$ cat src/rtl/sec_wdt_pkg.sv
package sec_wdt_pkg;

    localparam logic [7:0] IDX_CTRL = 8'hF5;
    localparam logic [7:0] IDX_TMO  = 8'hF6;
    localparam logic [7:0] IDX_STAT = 8'hF7;

    localparam int CTRL_PULSE_BIT  = 1;
    localparam int CTRL_KBD_BIT    = 2;
    localparam int CTRL_MINUTE_BIT = 3;

    localparam int STAT_MOUSE_BIT = 7;
    localparam int STAT_KBD_BIT   = 6;
    localparam int STAT_EXP_BIT   = 4;

    localparam int SECS_PER_MIN = 60;

    typedef struct packed {
        logic [7:0] idx;
        logic [7:0] count;
        logic [7:0] reload;
        logic [7:0] ctrl;
        logic       kbd_en;
        logic       mouse_en;
        logic       expired;
    } wdt_regs_t;

endpackage

$ cat src/rtl/sw_tick_div.sv
module sw_tick_div #(
    parameter int CLK_HZ = 32768
) (
    input  logic clk_i,
    input  logic rst_ni,
    input  logic clr_i,
    input  logic minute_i,
    output logic unit_tick_o
);
    import sec_wdt_pkg::*;

    localparam int SW = (CLK_HZ > 1) ? $clog2(CLK_HZ) : 1;
    localparam int MW = $clog2(SECS_PER_MIN);

    typedef struct packed {
        logic [SW-1:0] sec;
        logic [MW-1:0] min;
    } div_t;

    div_t q, d;
    logic sec_tick;

    always_comb begin
        d        = q;
        sec_tick = (q.sec == SW'(CLK_HZ - 1));
        unit_tick_o = sec_tick && (!minute_i || q.min == MW'(SECS_PER_MIN - 1));
        if (clr_i) begin
            d.sec = '0;
            d.min = '0;
        end else if (sec_tick) begin
            d.sec = '0;
            if (!minute_i || q.min == MW'(SECS_PER_MIN - 1)) d.min = '0;
            else                                              d.min = q.min + 1'b1;
        end else begin
            d.sec = q.sec + 1'b1;
        end
    end

    always_ff @(posedge clk_i) begin
        if (!rst_ni) q <= '0;
        else         q <= d;
    end

endmodule

$ cat src/rtl/sw_rst_pulse.sv
module sw_rst_pulse #(
    parameter int PULSE_CYCLES = 16
) (
    input  logic clk_i,
    input  logic rst_ni,
    input  logic fire_i,
    output logic rst_no
);
    localparam int PW = $clog2(PULSE_CYCLES + 1);

    logic [PW-1:0] left_q, left_d;

    always_comb begin
        left_d = left_q;
        if (fire_i)            left_d = PW'(PULSE_CYCLES);
        else if (left_q != '0) left_d = left_q - 1'b1;
    end

    assign rst_no = (left_q == '0);

    always_ff @(posedge clk_i) begin
        if (!rst_ni) left_q <= '0;
        else         left_q <= left_d;
    end

endmodule

$ cat src/rtl/sec_watchdog.sv
module sec_watchdog #(
    parameter int         CLK_HZ       = 32768,
    parameter int         PULSE_CYCLES = 16,
    parameter logic [7:0] INIT_TIMEOUT = 8'd0
) (
    input  logic       clk_i,
    input  logic       rst_ni,
    input  logic       cfg_idx_we_i,
    input  logic       cfg_dat_we_i,
    input  logic [7:0] cfg_wdata_i,
    output logic [7:0] cfg_rdata_o,
    input  logic       kbd_evt_i,
    input  logic       mouse_evt_i,
    output logic       wdt_rst_no
);
    import sec_wdt_pkg::*;

    wdt_regs_t q, d;
    logic wr_tmo, kbd_hit, mouse_hit, restart, unit_tick, expire, fire;

    always_comb begin
        wr_tmo    = cfg_dat_we_i && (q.idx == IDX_TMO);
        kbd_hit   = kbd_evt_i && q.ctrl[CTRL_KBD_BIT] && q.kbd_en && (q.count != 8'd0);
        mouse_hit = mouse_evt_i && q.mouse_en && (q.count != 8'd0);
        restart   = !wr_tmo && (kbd_hit || mouse_hit);
        expire    = !wr_tmo && !restart && unit_tick && (q.count == 8'd1);
        fire      = expire && q.ctrl[CTRL_PULSE_BIT];
    end

    sw_tick_div #(.CLK_HZ(CLK_HZ)) i_div (
        .clk_i      (clk_i),
        .rst_ni     (rst_ni),
        .clr_i      (wr_tmo || restart),
        .minute_i   (q.ctrl[CTRL_MINUTE_BIT]),
        .unit_tick_o(unit_tick)
    );

    sw_rst_pulse #(.PULSE_CYCLES(PULSE_CYCLES)) i_pulse (
        .clk_i (clk_i),
        .rst_ni(rst_ni),
        .fire_i(fire),
        .rst_no(wdt_rst_no)
    );

    always_comb begin
        d = q;
        if (cfg_idx_we_i) d.idx = cfg_wdata_i;
        if (cfg_dat_we_i) begin
            unique case (q.idx)
                IDX_TMO: begin
                    d.count  = cfg_wdata_i;
                    d.reload = cfg_wdata_i;
                end
                IDX_CTRL: d.ctrl = cfg_wdata_i;
                IDX_STAT: begin
                    d.mouse_en = cfg_wdata_i[STAT_MOUSE_BIT];
                    d.kbd_en   = cfg_wdata_i[STAT_KBD_BIT];
                    if (!cfg_wdata_i[STAT_EXP_BIT]) d.expired = 1'b0;
                end
                default: ;
            endcase
        end
        if (restart)                                   d.count = q.reload;
        else if (!wr_tmo && unit_tick && q.count != 0) d.count = q.count - 8'd1;
        if (expire) d.expired = 1'b1;
    end

    always_comb begin
        unique case (q.idx)
            IDX_TMO:  cfg_rdata_o = q.count;
            IDX_CTRL: cfg_rdata_o = q.ctrl;
            IDX_STAT: cfg_rdata_o = {q.mouse_en, q.kbd_en, 1'b0, q.expired, 4'b0000};
            default:  cfg_rdata_o = 8'd0;
        endcase
    end

    always_ff @(posedge clk_i) begin
        if (!rst_ni) begin
            q          <= '0;
            q.idx      <= IDX_TMO;
            q.count    <= INIT_TIMEOUT;
            q.reload   <= INIT_TIMEOUT;
        end else begin
            q <= d;
        end
    end

endmodule

$ cat config.mk
export PLATFORM = sky130hd
export DESIGN_NAME = sec_watchdog
export DESIGN_NICKNAME = d
export VERILOG_FILES = /design/src/rtl/sec_wdt_pkg.sv /design/src/rtl/sw_tick_div.sv /design/src/rtl/sw_rst_pulse.sv /design/src/rtl/sec_watchdog.sv
export SDC_FILE = /design/constraint.sdc
export NUM_CORES = 1
export LEC_CHECK = 0
export CELL_PAD_IN_SITES_DETAIL_PLACEMENT = 1
export CELL_PAD_IN_SITES_GLOBAL_PLACEMENT = 1
export CORE_UTILIZATION = 40
export CTS_CLUSTER_DIAMETER = 40
export DETAILED_ROUTE_END_ITERATION = 12
export HOLD_SLACK_MARGIN = 0.15
export PLACE_DENSITY_LB_ADDON = 0.1
export SLEW_MARGIN = 10
export SYNTH_ARGS = -nofsm -noshare
export SYNTH_HDL_FRONTEND = slang
export SYNTH_HIERARCHICAL = 1
export SYNTH_SLANG_ARGS = --single-unit
$ cat constraint.sdc
create_clock -name clk_i -period 6.7 [get_ports clk_i]
set_clock_uncertainty 0.05 [all_clocks]
set_input_delay 1.34 -clock clk_i [delete_from_list [all_inputs] [get_ports clk_i]]
set_output_delay 1.34 -clock clk_i [all_outputs]
set_load 0.02 [all_outputs]
# ---- After elaboration in Yosys (flattened, before gate mapping)
# Cells that the tools add are included.
dict set report word_totals {
  ff_bits 61
  in_bits 14
  elab_cells 71
  out_inout_bits 9
}
dict set report op_classes {
  bitwise_logic 1
  n_reduce_logical 36
  n_eq_ne 7
  muxes 12
  addsub 4
}
# cell n
set op_table {}
lappend op_table {{two-way mux 27 bit} 1}
lappend op_table {{== test 8 bit, second input constant} 3}
lappend op_table {{two-way mux 8 bit} 3}
lappend op_table {{case mux 8 bit (3 select lines)} 1}
lappend op_table {{two-way mux 16 bit} 1}
lappend op_table {{adder 15 x 1 -> 15 bit, second input constant} 1}
lappend op_table {{== test 15 bit, second input constant} 1}
lappend op_table {{logical AND 1 bit} 14}
lappend op_table {{two-way mux 5 bit} 2}
lappend op_table {{== test 8 x 1 -> 1 bit, second input constant} 1}
lappend op_table {{AND reduction 2 bit} 4}
lappend op_table {{nonzero test 8 bit} 1}
lappend op_table {{subtractor 8 x 1 -> 8 bit, second input constant} 1}
lappend op_table {{adder 6 x 1 -> 6 bit, second input constant} 1}
lappend op_table {{== test 6 bit, second input constant} 1}
lappend op_table {{two-way mux 6 bit} 1}
lappend op_table {{nonzero test 2 bit} 3}
lappend op_table {{nonzero test 3 bit} 2}
lappend op_table {{zero test 5 bit} 1}
lappend op_table {{nonzero test 5 bit} 1}
lappend op_table {{subtractor 5 x 1 -> 5 bit, second input constant} 1}
lappend op_table {{OR reduction 2 bit} 2}
lappend op_table {{zero test 1 bit} 3}
lappend op_table {{logical OR 1 bit} 3}
lappend op_table {{6 further kinds} 7}

# ---- Logic depth before layout (Yosys ltp)
dict set report logic_depth {
  depth_word 11
  mapped_depth 11
  depth_no_buf 11
}

# ---- Modules after synthesis
# Netlist, hierarchy kept.
# module seq_area_each_um2 cells_each instances area_per_inst_um2
set modules_own_cells {}
lappend modules_own_cells {sec_watchdog 700.7 203 1 1825.5}
lappend modules_own_cells {sw_tick_div 420.4 119 1 1053.5}
lappend modules_own_cells {sw_rst_pulse 100.1 25 1 230.2}

# ---- Worst setup path before layout
# OpenSTA, ideal clock, no wires.
dict set report synth_timing {
  kind {input port to flip-flop}
  from {input port kbd_evt_i}
  to {register i_div/q[17] in the netlist's numbering}
  path_stages 8
  t_required_ps 6586
  setup_slack_ps 3726
  setup_ps 64
  arrival_time_ps 2860
  n_path_buf 2
  path_cell_list {a32oi_1 o21bai_4 buf_6 nand2_1 nor2b_1 nand2_2 buf_6 nor2_1}
}
dict set report synth_between {
  elab_chain_len 7
}
# element line
set synth_rtl {}
lappend synth_rtl {{from (decl)} sec_watchdog.sv:12} ;# input logic kbd_evt_i,
lappend synth_rtl {{logical AND 1 bit (3 in a row)} sec_watchdog.sv:23} ;# kbd_hit = kbd_evt_i && q.ctrl[CTRL_KBD_BIT] && q.kbd_en && (q.count != 8'd0);
lappend synth_rtl {{logical OR 1 bit} sec_watchdog.sv:25} ;# restart = !wr_tmo && (kbd_hit || mouse_hit);
lappend synth_rtl {{logical AND 1 bit} sec_watchdog.sv:25}
lappend synth_rtl {{logical OR 1 bit} sec_watchdog.sv:33} ;# .clr_i (wr_tmo || restart),
lappend synth_rtl {{OR reduction 3 bit (no line)} n/a}
lappend synth_rtl {{to (signal assigned)} sw_tick_div.sv:40} ;# if (!rst_ni) q <= '0;
lappend synth_rtl {{to (signal assigned)} sw_tick_div.sv:41} ;# else q <= d;
lappend synth_rtl {{to (decl)} sw_tick_div.sv:20} ;# div_t q, d;
# Every way passes these cells.
# A chain may end at the register's enable or synchronous reset.

==> metrics.log <==
[metrics] Final Setup Violations: 0
[metrics] total via count after detailed routing: 2568
[metrics] Synth Area per Inst: between 8 and 9 um2
[metrics] initial antenna violation count: 0
[metrics] routed wire length per instance: 16.6 um
[metrics] share of layout cells above drive strength 1: 0.0992
[metrics] overall die area: 8130 um2
[metrics] Yosys top cell area share: 0.393
[metrics] power density over the cells: 253 nW/um2
[metrics] placer's final routability congestion estimate: 0.733
[metrics] Global Route Usage Sum: 0.206
[metrics] total gr overflow: 0
[metrics] flip-flop and latch area: 1220 um2
[metrics] run status: finished, final reports clean
[metrics] clock tree from TritonCTS: done
[metrics] wire length of the first global-routing pass: 13200 um
[metrics] final net count: 388
[metrics] distinct cell type count of the synthesized netlist: 61
[metrics] total DRC errors in the routed layout: 0
[metrics] share of the clock period used by the worst path: 0.569
[metrics] net count after synthesis: 367
[metrics] clock buffers created by TritonCTS: 9
[metrics] CP Data Arrival Time: roughly 2.4 ns
[metrics] Core Box Area: 7370 um2
[metrics] Starting Density: 0.422
[metrics] diode count: 0
[metrics] chain of cells forming the critical path: nor2b_1 > a22oi_1 > nor2_1 > clkdlybuf4s50_1
[metrics] # IOs: 23
[metrics] detailed placement HPWL: around 5600 um
[metrics] CTS Hold Bufs: 0
[metrics] Slew @ Worst Pin: between 0.8 and 0.9 ns
[metrics] filler instances: 858
[metrics] Resized cells post-CTS: 0
[metrics] Mapped Area: 3110 um2
[metrics] pin count of the biggest net entering global routing: 41
[metrics] Min Clock Period, post-route: about 3.8 ns
[metrics] clk buf depth: 2
[metrics] number of sinks on the clock net: 61
[metrics] Critical-path top delay cell: sky130_fd_sc_hd__nor2b_1
[metrics] Yosys top cell by area: sky130_fd_sc_hd__dfxtp_1
[metrics] clock tree root driver cell: sky130_fd_sc_hd__clkbuf_8
[metrics] number of enable flip-flop cells after synthesis: 0
[metrics] per-cell via count in the routed design: 5.44
[metrics] headroom to the max-slew limit: 0.458
[metrics] number of placement rows: 31
[metrics] fraction of registers with async set or reset after synthesis: 0
[metrics] VDD IR-drop max: 0.159 mV
[metrics] vias in the first global route: 2649
[metrics] Synth area leaders: sky130_fd_sc_hd__dfxtp_1 39%, sky130_fd_sc_hd__mux2i_1 6.4%, sky130_fd_sc_hd__nand2_1 4.7%
[metrics] post-synthesis register bit count: 61
[metrics] synthesis-to-finish area growth: 15.2%
[metrics] Worst Path Class, Setup: flip-flop to output pin
[metrics] register area share after synthesis: 0.393
[metrics] launching element type of the critical path: flip-flop
[metrics] Reg clk slew, reported paths: ~0.070 ns
[metrics] router iterations before antenna repair: 4
[metrics] count of buffers from port buffering: 22
[metrics] Fin. Hold Viols: 0
[metrics] final number of max-transition violations: 0
[metrics] number of max-cap violations: 0
[metrics] type of the worst min-delay path: flip-flop to flip-flop
[metrics] most frequent cells in the layout: 61 x sky130_fd_sc_hd__dfxtp_1, 39 x sky130_fd_sc_hd__nand2_1, 36 x sky130_fd_sc_hd__nor2_1
[metrics] Detailed Route WL: 7820 um
[metrics] number of instances in the synthesized netlist: 347
[metrics] antenna viol nets, final: 0
[metrics] worst path required time: 5.31 ns
[metrics] footprint of the multi-input gates: 1770 um2
[metrics] overall die height: 90.2 um
[metrics] Leak Pwr: around 0.0013 uW
[metrics] number of post-CTS setup repair buffers: 0
[metrics] worst-path fanout max: 12
[metrics] floorplan die width: 90.2 um
[metrics] commonest non-fill, non-tap cell in the layout: sky130_fd_sc_hd__dfxtp_1
[metrics] 1st-iter DRT viols: between 100 and 150
[metrics] Skew-Pair Late Insertion Delay: between 0.3 and 0.4 ns
[metrics] highest cell delay on the worst timing path: 0.63 ns
[metrics] PnR Total Power: about 900 uW
[metrics] Post-Route Setup TNS: 0 ns
[metrics] f_max: 0.262 GHz
[metrics] unrepaired setup endpoints after global routing: no
[metrics] deepest level of the CTS H-tree: 3
[metrics] synth warn: 6
[metrics] dominant register cell in the synthesized netlist: sky130_fd_sc_hd__dfxtp_1
[metrics] type of destination of the critical path: output pin
## routing by layer
layer,wire (um),track usage
met5,0,0
met3,244,0.0499
met2,3590,0.328
met4,97,0.0739
met1,3890,0.272
## worst max-delay path: cells and delay by family (launching register included)
kind,cells,cell delay (ns)
AOI/OAI and AO/OA,1,0.19
buffers and inverters,1,0.63
DFF,1,0.48
and+or+nand+nor,2,0.78
## path summary, 6_finish.rpt
path                                 start              to  slack (ns)  depth (start not counted)
worst min-delay path                 q[17]           q[17]        0.41                          2
worst max register to register  i_div/q[8]           q[26]        3.44                          8
worst max-delay path                 q[28]  cfg_rdata_o[2]        2.89                          4
worst min register to register       q[17]           q[17]        0.41                          2
## cell usage after synthesis (2+ instances only)
master / n
sky130_fd_sc_hd__xor2_1: 7
sky130_fd_sc_hd__o211ai_1: 3
sky130_fd_sc_hd__a21oi_1: 8
sky130_fd_sc_hd__o21ai_0: 8
sky130_fd_sc_hd__mux2_2: 3
sky130_fd_sc_hd__nor4_1: 7
sky130_fd_sc_hd__a31oi_1: 2
sky130_fd_sc_hd__mux2i_1: 20
sky130_fd_sc_hd__a41oi_1: 2
sky130_fd_sc_hd__nor3b_1: 3
sky130_fd_sc_hd__buf_6: 4
sky130_fd_sc_hd__and3_1: 3
sky130_fd_sc_hd__or4_4: 2
sky130_fd_sc_hd__nand2b_1: 3
sky130_fd_sc_hd__o221ai_1: 2
sky130_fd_sc_hd__nand4_1: 6
sky130_fd_sc_hd__a22oi_1: 8
sky130_fd_sc_hd__nor3_1: 4
sky130_fd_sc_hd__or3b_2: 2
sky130_fd_sc_hd__a21boi_0: 11
sky130_fd_sc_hd__nor2b_1: 18
sky130_fd_sc_hd__clkbuf_1: 8
sky130_fd_sc_hd__nand3_1: 14
sky130_fd_sc_hd__dfxtp_1: 61
sky130_fd_sc_hd__xnor2_1: 14
sky130_fd_sc_hd__inv_1: 10
sky130_fd_sc_hd__nand2_1: 39
sky130_fd_sc_hd__a211oi_2: 2
sky130_fd_sc_hd__nor2_1: 36
sky130_fd_sc_hd__ha_1: 6
## per-stage QoR
| step | cells | hold slack (ns) | setup slack (ns) | instance area [um2] | util |
|---|---|---|---|---|---|
| final | 472 | 0.411 | 2.89 | 3580 | 0.486 |
| after global routing | 472 | 0.427 | 2.69 | 3580 | 0.486 |
| after floorplan | 347 | 0.375 | 3.73 | 3110 | - |
| after CTS | 472 | 0.419 | 2.88 | 3580 | 0.486 |
| after detailed placement | 456 | 0.406 | 2.85 | 3380 | 0.459 |
| after global placement | 456 | 0.386 | 2.99 | 3380 | 0.459 |
## where the power goes
| part | switching (uW) | total (uW) | internal [uW] |
|---|---|---|---|
| Sequential | 20.8 | 405 | 385 |
| Combinational | 93.1 | 168 | 74.6 |
| Clock | 151 | 331 | 180 |
## area by class of cell
cell class                      instances  area share
Tap cell                               99      0.0346
Timing Repair Buffer                   23      0.0636
Clock buffer                           10      0.0384
Multi-Input combinational cell        263       0.494
Sequential cell                        61       0.341
Inverter                               10      0.0105
Clock inverter                          6      0.0175
## kinds of logic after synthesis
group	count (synthesis)	synth area share
mux	23	0.0753
buf+inv	23	0.0378
fa+ha+maj	6	0.0241
xor+xnor	21	0.0592
flops	61	0.393
simple gates	150	0.254
compound gates	63	0.157
## sequential cells by signal, summed over array words and instances (netlist names)
| name | count |
|---|---|
| q | 35 |
| i_div/q | 21 |
| i_pulse/left_q | 5 |
Note: power is estimated with default switching activity, not from simulation.
